## src/rtl/clkctl_pkg.sv

```systemverilog
package clkctl_pkg;

   localparam int unsigned WORD_W = 32;
   typedef logic [WORD_W-1:0] word_t;

   // Word indices that the clock tree decodes.
   localparam int unsigned IDX_MODE     = 0;
   localparam int unsigned IDX_DIV_A    = 1;
   localparam int unsigned IDX_DIV_B    = 2;
   localparam int unsigned IDX_PLL_MAIN = 4;
   localparam int unsigned IDX_PLL_SYS  = 6;
   localparam int unsigned IDX_GATE0    = 8;
   localparam int unsigned IDX_GATE1    = 9;
   localparam int unsigned IDX_GATE2    = 10;
   localparam int unsigned IDX_WAKE_MSK = 11;
   localparam int unsigned MIN_REGS     = IDX_WAKE_MSK + 1;
   localparam int unsigned GATE_WORDS   = 3;

   localparam int unsigned MODE_FORCE_BIT = 26;
   localparam word_t MODE_WR_MASK  = 32'h3b6f_dfff;
   localparam word_t DIV_A_WR_MASK = 32'hff9f_3fff;
   localparam word_t PLL_WR_MASK   = 32'hbfff_3fff;
   localparam word_t MODE_RST      = 32'h074b_0b7d;
   localparam word_t DIV_A_RST     = 32'hff87_0b48;
   localparam word_t ALL_ONES      = '1;

   typedef struct packed {
      logic  wr_en;
      word_t mask;
      word_t force1;
      word_t rst;
   } reg_attr_t;

   // Per-word attributes: writability, write mask, forced ones, reset value.
   function automatic reg_attr_t reg_attr(input int unsigned idx);
      reg_attr_t a;
      a.wr_en  = 1'b0;
      a.mask   = '0;
      a.force1 = '0;
      a.rst    = '0;
      case (idx)
         IDX_MODE: begin
            a.wr_en  = 1'b1;
            a.mask   = MODE_WR_MASK;
            a.force1 = word_t'(1) << MODE_FORCE_BIT;
            a.rst    = MODE_RST;
         end
         IDX_DIV_A: begin
            a.wr_en = 1'b1;
            a.mask  = DIV_A_WR_MASK;
            a.rst   = DIV_A_RST;
         end
         IDX_DIV_B: begin
            a.wr_en = 1'b1;
            a.mask  = ALL_ONES;
         end
         IDX_PLL_MAIN, IDX_PLL_SYS: begin
            a.wr_en = 1'b1;
            a.mask  = PLL_WR_MASK;
         end
         IDX_GATE0, IDX_GATE1, IDX_GATE2: begin
            a.wr_en = 1'b1;
            a.mask  = ALL_ONES;
            a.rst   = ALL_ONES;
         end
         IDX_WAKE_MSK: begin
            a.rst = ALL_ONES;
         end
         default: ;
      endcase
      return a;
   endfunction

endpackage

```

## src/rtl/clkctl_addr_dec.sv

```systemverilog
module clkctl_addr_dec
   import clkctl_pkg::*;
#(
   parameter int unsigned ADDR_W   = 12,
   parameter int unsigned NUM_REGS = 26,
   parameter int unsigned SEL_W    = 5
) (
   input  logic [ADDR_W-1:0]   addr_i,
   input  logic                wr_acc_i,
   output logic                in_range_o,
   output logic [SEL_W-1:0]    sel_o,
   output logic [NUM_REGS-1:0] wr_sel_o
);

   localparam int unsigned IDX_W = ADDR_W - 2;

   logic [IDX_W-1:0] idx;
   logic             unused_lo;

   assign idx        = addr_i[ADDR_W-1:2];
   assign unused_lo  = ^addr_i[1:0];
   assign in_range_o = (32'(idx) < NUM_REGS);
   assign sel_o      = idx[SEL_W-1:0];

   for (genvar i = 0; i < NUM_REGS; i++) begin : g_wsel
      localparam reg_attr_t ATTR = reg_attr(i);
      if (ATTR.wr_en) begin : g_wr
         assign wr_sel_o[i] = wr_acc_i && (32'(idx) == i);
      end else begin : g_ro
         assign wr_sel_o[i] = 1'b0;
      end
   end

endmodule

```

## src/rtl/clkctl_word.sv

```systemverilog
module clkctl_word
   import clkctl_pkg::*;
#(
   parameter word_t RST_VAL    = '0,
   parameter word_t WR_MASK    = '1,
   parameter word_t FORCE_ONES = '0
) (
   input  logic  clk,
   input  logic  rst_n,
   input  logic  wr_i,
   input  word_t wdata_i,
   output word_t q_o
);

   always_ff @(posedge clk or negedge rst_n) begin
      if (!rst_n) begin
         q_o <= RST_VAL;
      end else if (wr_i) begin
         q_o <= (wdata_i & WR_MASK) | FORCE_ONES;
      end
   end

endmodule

```

## src/rtl/clkctl_resp.sv

```systemverilog
module clkctl_resp
   import clkctl_pkg::*;
#(
   parameter int unsigned NUM_REGS = 26,
   parameter int unsigned SEL_W    = 5
) (
   input  logic                     clk,
   input  logic                     rst_n,
   input  logic                     rd_i,
   input  logic                     in_range_i,
   input  logic [SEL_W-1:0]         sel_i,
   input  word_t [NUM_REGS-1:0]     words_i,
   input  logic                     bad_i,
   output word_t                    rdata_o,
   output logic                     err_o
);

   word_t rd_word;

   always_comb begin
      rd_word = '0;
      if (in_range_i) begin
         rd_word = words_i[sel_i];
      end
   end

   always_ff @(posedge clk or negedge rst_n) begin
      if (!rst_n) begin
         rdata_o <= '0;
         err_o   <= 1'b0;
      end else begin
         err_o <= bad_i;
         if (rd_i) begin
            rdata_o <= rd_word;
         end
      end
   end

endmodule

```

## src/rtl/clkctl_regfile.sv

```systemverilog
module clkctl_regfile
   import clkctl_pkg::*;
#(
   parameter int unsigned ADDR_W   = 12,
   parameter int unsigned NUM_REGS = 26
) (
   input  logic                       clk,
   input  logic                       rst_n,
   input  logic                       req_valid,
   input  logic                       req_write,
   input  logic [ADDR_W-1:0]          req_addr,
   input  logic [WORD_W-1:0]          req_wdata,
   output logic [WORD_W-1:0]          rsp_rdata,
   output logic                       rsp_err,
   output logic [WORD_W-1:0]          clk_mode_o,
   output logic [WORD_W-1:0]          clk_div_a_o,
   output logic [WORD_W-1:0]          clk_div_b_o,
   output logic [WORD_W-1:0]          clk_pll_main_o,
   output logic [WORD_W-1:0]          clk_pll_sys_o,
   output logic [GATE_WORDS*WORD_W-1:0] clk_gate_o
);

   localparam int unsigned SEL_W = (NUM_REGS > 1) ? $clog2(NUM_REGS) : 1;

   if (NUM_REGS < MIN_REGS) begin : g_bad_regs
      $error("clkctl_regfile: NUM_REGS must cover every word the clock tree decodes");
   end
   if (ADDR_W < SEL_W + 2) begin : g_bad_addr
      $error("clkctl_regfile: ADDR_W too narrow for NUM_REGS words");
   end

   logic                in_range;
   logic [SEL_W-1:0]    sel;
   logic [NUM_REGS-1:0] wr_sel;
   word_t [NUM_REGS-1:0] words;
   logic                wr_acc;
   logic                wr_hit;
   logic                rd_acc;
   logic                bad_acc;

   assign wr_acc = req_valid &  req_write;
   assign rd_acc = req_valid & ~req_write;

   clkctl_addr_dec #(
      .ADDR_W   (ADDR_W),
      .NUM_REGS (NUM_REGS),
      .SEL_W    (SEL_W)
   ) u_dec (
      .addr_i     (req_addr),
      .wr_acc_i   (wr_acc),
      .in_range_o (in_range),
      .sel_o      (sel),
      .wr_sel_o   (wr_sel)
   );

   for (genvar i = 0; i < NUM_REGS; i++) begin : g_word
      localparam reg_attr_t ATTR = reg_attr(i);
      if (ATTR.wr_en) begin : g_rw
         clkctl_word #(
            .RST_VAL    (ATTR.rst),
            .WR_MASK    (ATTR.mask),
            .FORCE_ONES (ATTR.force1)
         ) u_word (
            .clk     (clk),
            .rst_n   (rst_n),
            .wr_i    (wr_sel[i]),
            .wdata_i (req_wdata),
            .q_o     (words[i])
         );
      end else begin : g_ro
         assign words[i] = ATTR.rst;
      end
   end

   assign wr_hit  = |wr_sel;
   assign bad_acc = req_valid & (req_write ? ~wr_hit : ~in_range);

   clkctl_resp #(
      .NUM_REGS (NUM_REGS),
      .SEL_W    (SEL_W)
   ) u_resp (
      .clk        (clk),
      .rst_n      (rst_n),
      .rd_i       (rd_acc),
      .in_range_i (in_range),
      .sel_i      (sel),
      .words_i    (words),
      .bad_i      (bad_acc),
      .rdata_o    (rsp_rdata),
      .err_o      (rsp_err)
   );

   assign clk_mode_o     = words[IDX_MODE];
   assign clk_div_a_o    = words[IDX_DIV_A];
   assign clk_div_b_o    = words[IDX_DIV_B];
   assign clk_pll_main_o = words[IDX_PLL_MAIN];
   assign clk_pll_sys_o  = words[IDX_PLL_SYS];
   assign clk_gate_o     = {words[IDX_GATE2], words[IDX_GATE1], words[IDX_GATE0]};

endmodule

```

## config.mk

```make
export PLATFORM = sky130hd
export DESIGN_NAME = clkctl_regfile
export DESIGN_NICKNAME = d
export VERILOG_FILES = /design/src/rtl/clkctl_pkg.sv /design/src/rtl/clkctl_addr_dec.sv /design/src/rtl/clkctl_word.sv /design/src/rtl/clkctl_resp.sv /design/src/rtl/clkctl_regfile.sv
export SDC_FILE = /design/constraint.sdc
export NUM_CORES = 1
export LEC_CHECK = 0
export ABC_AREA = 1
export ABC_CLOCK_PERIOD_IN_PS = 1400
export CAP_MARGIN = 25
export CORE_MARGIN = 2
export CORE_UTILIZATION = 40
export CTS_CLUSTER_DIAMETER = 120
export DETAILED_ROUTE_END_ITERATION = 12
export DONT_BUFFER_PORTS = 1
export PLACE_DENSITY = 0.6
export SLEW_MARGIN = 20
export SYNTH_ARGS = -nofsm -noshare
export SYNTH_HDL_FRONTEND = slang
export SYNTH_SLANG_ARGS = --single-unit
```

## constraint.sdc

```tcl
create_clock -name clk -period 1.4 [get_ports clk]
set_input_delay 0.42 -clock clk [delete_from_list [all_inputs] [get_ports clk]]
set_output_delay 0.42 -clock clk [all_outputs]
set_load 0.02 [all_outputs]
```

==> run summary, run 1 <==
Vias after detailed routing - 10,225
Synth Cell Area - 12,500 um^2
FMAX - 606 MHz
RSZ-0062 raised after global routing - yes
Post-synthesis cell count - 1,515
Via count of the first global-routing pass - 10,136
Status - finished, violations left
Static Leak - 6.58 nW
Sequential element share of the synthesized area - 55.9%
Core area - 30,700 um^2
Period utilisation layout - 118%
Fin nets - 1,597
DRC violations left - 0
RR Startpoint - g_word[8].g_rw.u_word.q_o[10]
Root buffer cell - clkbuf_16
Routed WL - 43,200 um
Largest delay share family, worst path - flip-flops
Worst path max stage delay - 0.55 ns
Die Area - 32,700 um^2
CP Data Arrival Time - 1.23 ns
Register clock-pin slew on the reported worst setup and hold paths - 0.06 ns
Slowest stage cell, crit path - dfstp_2
Synth Area per Inst - 8.26 um^2
Wire length per cell - 21.9 um
Commonest non-fill, non-tap cell in the layout - nand2_1
Cell variety after synth - 28
GRT Resource Usage Total - 26.1%
Setup Total Neg Slack - -31.48 ns
Most frequent cells in the layout - nand2_1 (617), o21ai_1 (161), dfrtp_2 (145)
Vias per inst - 5.19
Initial Util - 40.8%
Critical Path Source Type - flip-flop
Yosys warns - 0
Routability cong. - 0.872
CTS tree - done
Layout Skew - 0.00681 ns
Pwr Density - 1170 nW/um^2
DIE WIDTH - 181 um
Final hold viol count - 260
Worst R2R End - u_resp.rdata_o[10]
Clk buf depth - 3
H-tree depth - 1
Flop-to-flop setup slack - 0.21 ns
Antenna violations before repair - 0
CP Launch Point - g_word[8].g_rw.u_word.q_o[3]
Num CTS Buffers - 30
FF+latch area - 7170 um^2
Seq cells post-synth - 273
Slew Limit Fails - 0
Max_slew headroom - 64.7%
First-pass GRT wire length - 65,300 um
WP buf/inv - 1
Final min period - 1.65 ns
Final setup viols - 273
Clock Latency Late Sink - 0.56 ns
Failing checks - hold timing, setup timing
Die height - 181 um
Crit path kind - flip-flop to output port
Multi-input logic area - 4890 um^2
Post-CTS Setup Repair Bufs - 0
Peak supply drop - 0.886 mV
Worst setup EP type - output port
Row cnt - 64
Crit path max fanout - 2
CTS sink count - 273
Worst EP required - 0.98 ns
Remaining Overflow, GRT - 0
Non-Filler Instances - 1,969
Antenna fix cells - 0
Slew @ Worst Pin - 0.530 ns
Number of fill cells - 2,933
IO Count - 337
Hold/Removal Path Class - input pin to asynchronous set/reset pin
WHS - -0.440 ns
IO buf count - 0
First-pass iteration count of the detailed router - 5
Worst R2R Path Depth - 6
Placed Cells - 1,913
Area grow syn2layout - 19.7%
Share of cells above drive strength 1 - 31.8%
Worst setup margin - -0.251 ns
CP cell instances - buf_6
Max Cap Viol - 0
Largest net degree at the start of global routing - 274
1st-iter DRT viols - 737
Dpl hpwl - 29,700 um
Post-DRT Antenna Nets - 0
==> cell usage after synthesis, drive strengths merged <==
library cell    n  area [um^2]
nor2           97          434
buf            76          509
dfstp         128         3360
o21ai         258         1400
or2             2         12.5
nand4           3         18.8
inv            67          259
dfrtp         145         3630
nor3            6         30.0
a21oi          10         50.1
clkbuf         22         82.6
nand2         652         2450
nand3          41          210
o211ai          3         22.5
conb            2         7.51
nand3b          3         26.3
==> sequential cells by signal (all words and copies together) (netlist names) <==
name and count:
u_resp.err_o 1, g_word.g_rw.u_word.q_o 240, u_resp.rdata_o 32
==> layout make-up <==
type                       instances  area share (%)
tap                              396            3.31
sequential                       273            47.9
inverter                          67            1.80
multi-input combinational       1091            32.6
clock inverter                    11            1.08
timing repair buffer              86            7.12
clock buffer                      45            6.20
==> metal layers <==
layer / global-route usage [%] / share of wire (%)
met5: 0 / 0
met3: 8.00 / 8.5
met1: 33.4 / 41
met2: 43.1 / 48
met4: 6.87 / 2.4
==> per-stage QoR <==
stage	worst slack [ns]	util (%)	power, mW	cell area, um^2
4_1_cts	-0.258	48.8	17.7	15000
2_1_floorplan	-0.118	-	8.76	12800
5_1_grt	-0.274	48.8	18.1	15000
3_3_place_gp	-0.321	44.7	9.07	13700
3_5_place_dp	-0.388	44.7	9.08	13700
6_report	-0.251	48.8	17.5	15000
==> worst max-delay path by stage <==
stage,endpoint,cells after the start
global route,clk_gate_o[3],1
finish,clk_gate_o[3],1
floorplan,g_word[1].g_rw.u_word.q_o[10],9
detailed placement,g_word[8].g_rw.u_word.q_o[7],8
global placement,g_word[10].g_rw.u_word.q_o[3],8
CTS,clk_gate_o[3],1
==> timing repair <==
action                                  in CTS  in global routing
endpoints found under the hold margin      273                273
endpoints found under the setup margin     273                273
gates resized for setup                    147                  0
==> power by group <==
| part | internal [mW] | total [mW] | switching [mW] | leakage [nW] |
|---|---|---|---|---|
| logic | 0.267 | 0.812 | 0.545 | 2.94 |
| clock network | 5.29 | 8.58 | 3.29 | 0.539 |
| registers | 8.00 | 8.15 | 0.148 | 3.10 |
==> cells by family after synthesis <==
group                  after synthesis  synth area share (%)
AOI/OAI and AO/OA                  271                  11.8
buffers and inverters              165                  6.80
DFF                                273                  55.9
other                                2                0.0600
and+or+nand+nor                    804                  25.5
No activity file was read; power rests on OpenSTA's default activity.
==> run 2: changes to the inputs <==
--- a/config.mk
+++ b/config.mk
@@ -8,7 +8,6 @@
 export ABC_AREA = 1
 export ABC_CLOCK_PERIOD_IN_PS = 1400
 export CAP_MARGIN = 25
-export CORE_MARGIN = 2
 export CORE_UTILIZATION = 40
 export CTS_CLUSTER_DIAMETER = 120
 export DETAILED_ROUTE_END_ITERATION = 12
==> run 2 against run 1 <==
  * The flow still finishes with violations (hold timing, setup timing)
  * Core utilization about the same
  * Register-to-register slack worse by 0.03 ns
  * Clock-buffer cell count up 7
  * Cell count grew 0.15%
==> run summary, run 2 (synthesis gave the netlist of run 1 again) <==
Worst setup EP type - output port
Hold-fix buffers, CTS - 1
Period utilisation layout - 118%
Wire length per cell - 21.2 um
Max reg flops - 240
WHS - -0.439 ns
Initial Util - 40.8%
Worst setup margin - -0.247 ns
First-pass GRT wire length - 61,500 um
Post-DP Area - 13,800 um^2
CP cell instances - buf_6
Peak supply drop - 0.816 mV
Routability cong. - 0.813
Via count of the first global-routing pass - 9,615
Slowest stage cell, crit path - dfstp_2
RSZ-0062 raised after global routing - yes
Place WS - -0.362 ns
IO buf count - 0
Vias per inst - 5.23
Failing checks - hold timing, setup timing
Layout Skew - 0.0115 ns
Post-DRT Antenna Nets - 0
Root buffer cell - clkbuf_16
Multi-input logic area - 4890 um^2
WP buf/inv - 1
Dpl hpwl - 29,100 um
Flop pwr share - 48.3%
Clk buf depth - 3
IO Count - 337
Row cnt - 64
Share of cells above drive strength 1 - 31.3%
1st-iter DRT viols - 653
Clock Latency Late Sink - 0.56 ns
Register clock-pin slew on the reported worst setup and hold paths - 0.06 ns
CP Data Arrival Time - 1.23 ns
Largest delay share family, worst path - flip-flops
Design area - 15,000 um^2
Routed WL - 41,900 um
Number of fill cells - 2,888
Biggest regs - g_word.g_rw.u_word.q_o: 240 flops, u_resp.rdata_o: 32 flops, u_resp.err_o: 1 flops
Antenna fix cells - 0
Crit path kind - flip-flop to output port
Setup Total Neg Slack - -30.31 ns
Non-Filler Instances - 1,972
Final min period - 1.65 ns
Placed Cells - 1,914
Core area - 30,700 um^2
CTS sink count - 273
Int Power - 12.9 mW
Fin nets - 1,600
Max_slew headroom - 40.0%
Logic pwr share - 4.9%
Hold/Removal Path Class - input pin to asynchronous set/reset pin
Worst EP required - 0.98 ns
CTS tree - done
Slew @ Worst Pin - 0.900 ns
First-pass iteration count of the detailed router - 5
Remaining Overflow, GRT - 0
Worst path max stage delay - 0.54 ns
Die Area - 32,000 um^2
Die height - 179 um
Largest net degree at the start of global routing - 274
Vias after detailed routing - 10,308
Num CTS Buffers - 30
P_sw - 3.91 mW
GRT Resource Usage Total - 25.9%
DIE WIDTH - 179 um
Commonest non-fill, non-tap cell in the layout - nand2_1
FMAX - 607 MHz
Final setup viols - 273
Most frequent cells in the layout - nand2_1 (617), o21ai_1 (161), dfrtp_2 (145)
Critical Path Source Type - flip-flop
H-tree depth - 1
Crit path max fanout - 2
Area grow syn2layout - 19.7%
DRC violations left - 0
Largest Register - g_word.g_rw.u_word.q_o
Static Leak - 6.56 nW
Final hold viol count - 204
Pwr Density - 1130 nW/um^2
Switching portion of total power - 23.2%
Antenna violations before repair - 0
Max Cap Viol - 0
FF+latch area - 7170 um^2
Clock share of power - 46.8%
Slew Limit Fails - 0
Status - finished, violations left
## run 2: metrics by stage
step / utilization (%) / total power, mW
after floorplan: - / 8.76
after global placement: 44.9 / 9.09
after detailed placement: 44.9 / 9.10
after CTS: 48.8 / 17.0
after global routing: 48.8 / 17.4
final: 48.8 / 16.9
## run 2: timing repair
action / 4_1_cts / 5_1_grt
endpoints found under the setup margin: 273 / 273
gates resized for setup: 148 / 0
hold endpoints to repair: 274 / 273
setup buffers: 1 / 0
## run 2: worst paths after layout
path                                               start                             to  slack, ns  depth (start not counted)
max in group asynchronous                          rst_n  g_word[2].g_rw.u_word.q_o[22]       1.03                          0
min                                                rst_n  g_word[4].g_rw.u_word.q_o[27]      -0.44                          0
min in group clk                             req_addr[5]             u_resp.rdata_o[20]       0.03                          3
max                         g_word[8].g_rw.u_word.q_o[3]                  clk_gate_o[3]      -0.25                          1
max reg2reg                 g_word[8].g_rw.u_word.q_o[0]              u_resp.rdata_o[0]       0.18                          9
min reg2reg                g_word[0].g_rw.u_word.q_o[16]  g_word[0].g_rw.u_word.q_o[16]       0.53                          2
## run 2: final cells by class
class / instances / share of cell area, %
clock buffer: 52 / 6.24
multi-input combinational: 1091 / 32.6
sequential: 273 / 47.9
clock inverter: 4 / 0.301
tap: 396 / 3.31
inverter: 67 / 1.80
timing repair buffer: 89 / 7.81
## run 2: routing by layer
layer / part of all wire [%] / wire length, um / vias up / global-route usage [%]
met4: 2.3 / 978 / 0 / 7.03
met1: 42 / 17500 / 4965 / 34.1
met3: 9.1 / 3820 / 71 / 7.49
li1: - / - / 4859 / -
met5: 0 / 0 / - / 0
met2: 47 / 19500 / 413 / 41.6
## run 2: power by group through the flow
stage	sequential, mW	combinational [mW]	clock, mW
2_1_floorplan	8.24	0.520	0
4_1_cts	8.15	0.835	8.01
3_5_place_dp	8.27	0.827	0
6_report	8.15	0.829	7.88
5_1_grt	8.15	0.906	8.32
3_3_place_gp	8.27	0.821	0
## run 2: worst reg2reg max path, delay by kind of cell, from the launching register on
kind / cells / cell delay, ns
flip-flops: 1 / 0.55
AND/OR/NAND/NOR: 7 / 0.45
buffers and inverters: 2 / 0.15
==> run 3: changes to the inputs <==
--- a/config.mk
+++ b/config.mk
@@ -12,6 +12,7 @@
 export CTS_CLUSTER_DIAMETER = 120
 export DETAILED_ROUTE_END_ITERATION = 12
 export DONT_BUFFER_PORTS = 1
+export MAX_ROUTING_LAYER = met4
 export PLACE_DENSITY = 0.6
 export SLEW_MARGIN = 20
 export SYNTH_ARGS = -nofsm -noshare
==> run 3 against run 2 <==
  * Non-clock buffer count is the same
  * Critical endpoint is now clk_gate_o[67]
  * Clock power is essentially flat
  * The run still ends with hold timing, setup timing left
  * Largest power group unchanged
  * Maximum frequency shrank 0.13%
  * Combinational power is essentially flat
  * Setup slack lost 0.0021 ns
  * Worst hold slack lost 0.00062 ns
  * Final area is the same
  * Clock-buffer cell count is the same
  * Cell count is the same
  * First-iteration DRC count shrank 4.6%
==> run summary, run 3 (synthesis gave the netlist of run 1 again) <==
WHS - -0.440 ns
Setup Total Neg Slack - -30.44 ns
Layout Skew - 0.00891 ns
Biggest regs - g_word.g_rw.u_word.q_o: 240 flops, u_resp.rdata_o: 32 flops, u_resp.err_o: 1 flops
Hold-fix buffers, CTS - 1
Worst setup margin - -0.249 ns
Hold/Removal Path Class - input pin to asynchronous set/reset pin
Met2 Use GR - 41.7%
Slowest stage cell, crit path - dfstp_2
Register clock-pin slew on the reported worst setup and hold paths - 0.06 ns
Final setup viols - 273
IO buf count - 0
DRC violations left - 0
Dpl hpwl - 29,100 um
Antenna fix cells - 0
Initial Util - 40.8%
RSZ-0062 raised after global routing - yes
Root buffer cell - clkbuf_16
Routability cong. - 0.825
CP Depth - 1
Critical Path Source Type - flip-flop
Largest delay share family, worst path - flip-flops
Clock Latency Late Sink - 0.56 ns
Antenna violations before repair - 0
CTS sink count - 273
Place WS - -0.362 ns
RR Startpoint - g_word[8].g_rw.u_word.q_o[0]
Row cnt - 64
Worst path max stage delay - 0.54 ns
Die height - 179 um
CP Launch Point - g_word[10].g_rw.u_word.q_o[3]
Routed WL - 41,900 um
Failing checks - hold timing, setup timing
Slew Limit Fails - 0
M3 GR Usage - 7.59%
Design area - 15,000 um^2
Area grow syn2layout - 19.7%
GR Layer Usage met1 - 34.0%
DIE WIDTH - 179 um
Largest Register - g_word.g_rw.u_word.q_o
H-tree depth - 1
Crit path max fanout - 2
Worst R2R Path Depth - 9
First-pass GRT wire length - 61,400 um
Static Leak - 6.56 nW
WP buf/inv - 1
Final hold viol count - 189
Critical path endpoint - clk_gate_o[67]
Largest net degree at the start of global routing - 274
Worst setup EP type - output port
Crit path kind - flip-flop to output port
First-pass iteration count of the detailed router - 5
1st-iter DRT viols - 623
Vias after detailed routing - 10,272
Remaining Overflow, GRT - 0
Core area - 30,700 um^2
Worst EP required - 0.98 ns
Commonest non-fill, non-tap cell in the layout - nand2_1
Max Cap Viol - 0
Num CTS Buffers - 30
CP cell instances - buf_6
Max reg flops - 240
Period utilisation layout - 118%
Pwr Density - 1120 nW/um^2
Flop-to-flop setup slack - 0.19 ns
Vias per inst - 5.21
CP Data Arrival Time - 1.23 ns
GRT Max-Usage Layer - met2
Clk buf depth - 3
Max_slew headroom - 28.3%
Post-DRT Antenna Nets - 0
GRT Resource Usage Total - 26.7%
Most frequent cells in the layout - nand2_1 (617), o21ai_1 (161), dfrtp_2 (145)
FMAX - 606 MHz
Peak supply drop - 0.818 mV
CTS tree - done
Via count of the first global-routing pass - 9,641
Fin nets - 1,600
Status - finished, violations left
Slew @ Worst Pin - 1.08 ns
Worst R2R End - u_resp.rdata_o[0]
Final min period - 1.65 ns
Wire length per cell - 21.2 um
Post-DP Area - 13,800 um^2
IO Count - 337
Die Area - 32,000 um^2
Share of cells above drive strength 1 - 31.3%
-- run 3: area by class of cell --
type                    count  area, um^2
fillers                  2888       15700
flip-flops and latches    273        7170
multi-input cells        1091        4890
repair buffers             89        1170
clock buffers              52         935
well taps                 396         495
inverters                  67         269
clock inverters             4        45.0
-- run 3: worst min path at each step --
stage,endpoint,slack (ns),cells past startpoint
5_1_grt,u_resp.rdata_o[28],-0.47,0
3_5_place_dp,g_word[6].g_rw.u_word.q_o[27],0.13,0
4_1_cts,g_word[6].g_rw.u_word.q_o[27],-0.47,0
3_3_place_gp,g_word[6].g_rw.u_word.q_o[27],0.13,0
2_1_floorplan,g_word[0].g_rw.u_word.q_o[10],0.12,0
6_report,g_word[4].g_rw.u_word.q_o[27],-0.44,0
-- run 3: layer usage --
layer / routed length, um / vias up / part of all wire [%]
li1: - / 4875 / -
met1: 17700 / 4924 / 42
met2: 19400 / 394 / 46
met3: 3800 / 79 / 9.1
met4: 1030 / 0 / 2.5
met5: 0 / - / 0
-- run 3: metrics by stage --
step	power [mW]	utilization, %	std cells
after floorplan	8.76	-	1529
after global placement	9.09	44.9	1914
after detailed placement	9.10	44.9	1914
after CTS	17.0	48.8	1972
after global routing	17.4	48.8	1972
final	16.8	48.8	1972
-- run 3: what timing repair did --
action                                 CTS  global route
setup buffers                            1             0
setup endpoints to repair              273           273
endpoints found under the hold margin  274           273
resized for setup                      148             0
-- run 3: report_power, final --
part           total (mW)  internal [mW]  leakage, nW  switching, mW
clock network        7.87           4.66        0.481           3.20
logic               0.828          0.286         2.98          0.542
registers            8.15           8.00         3.10          0.145
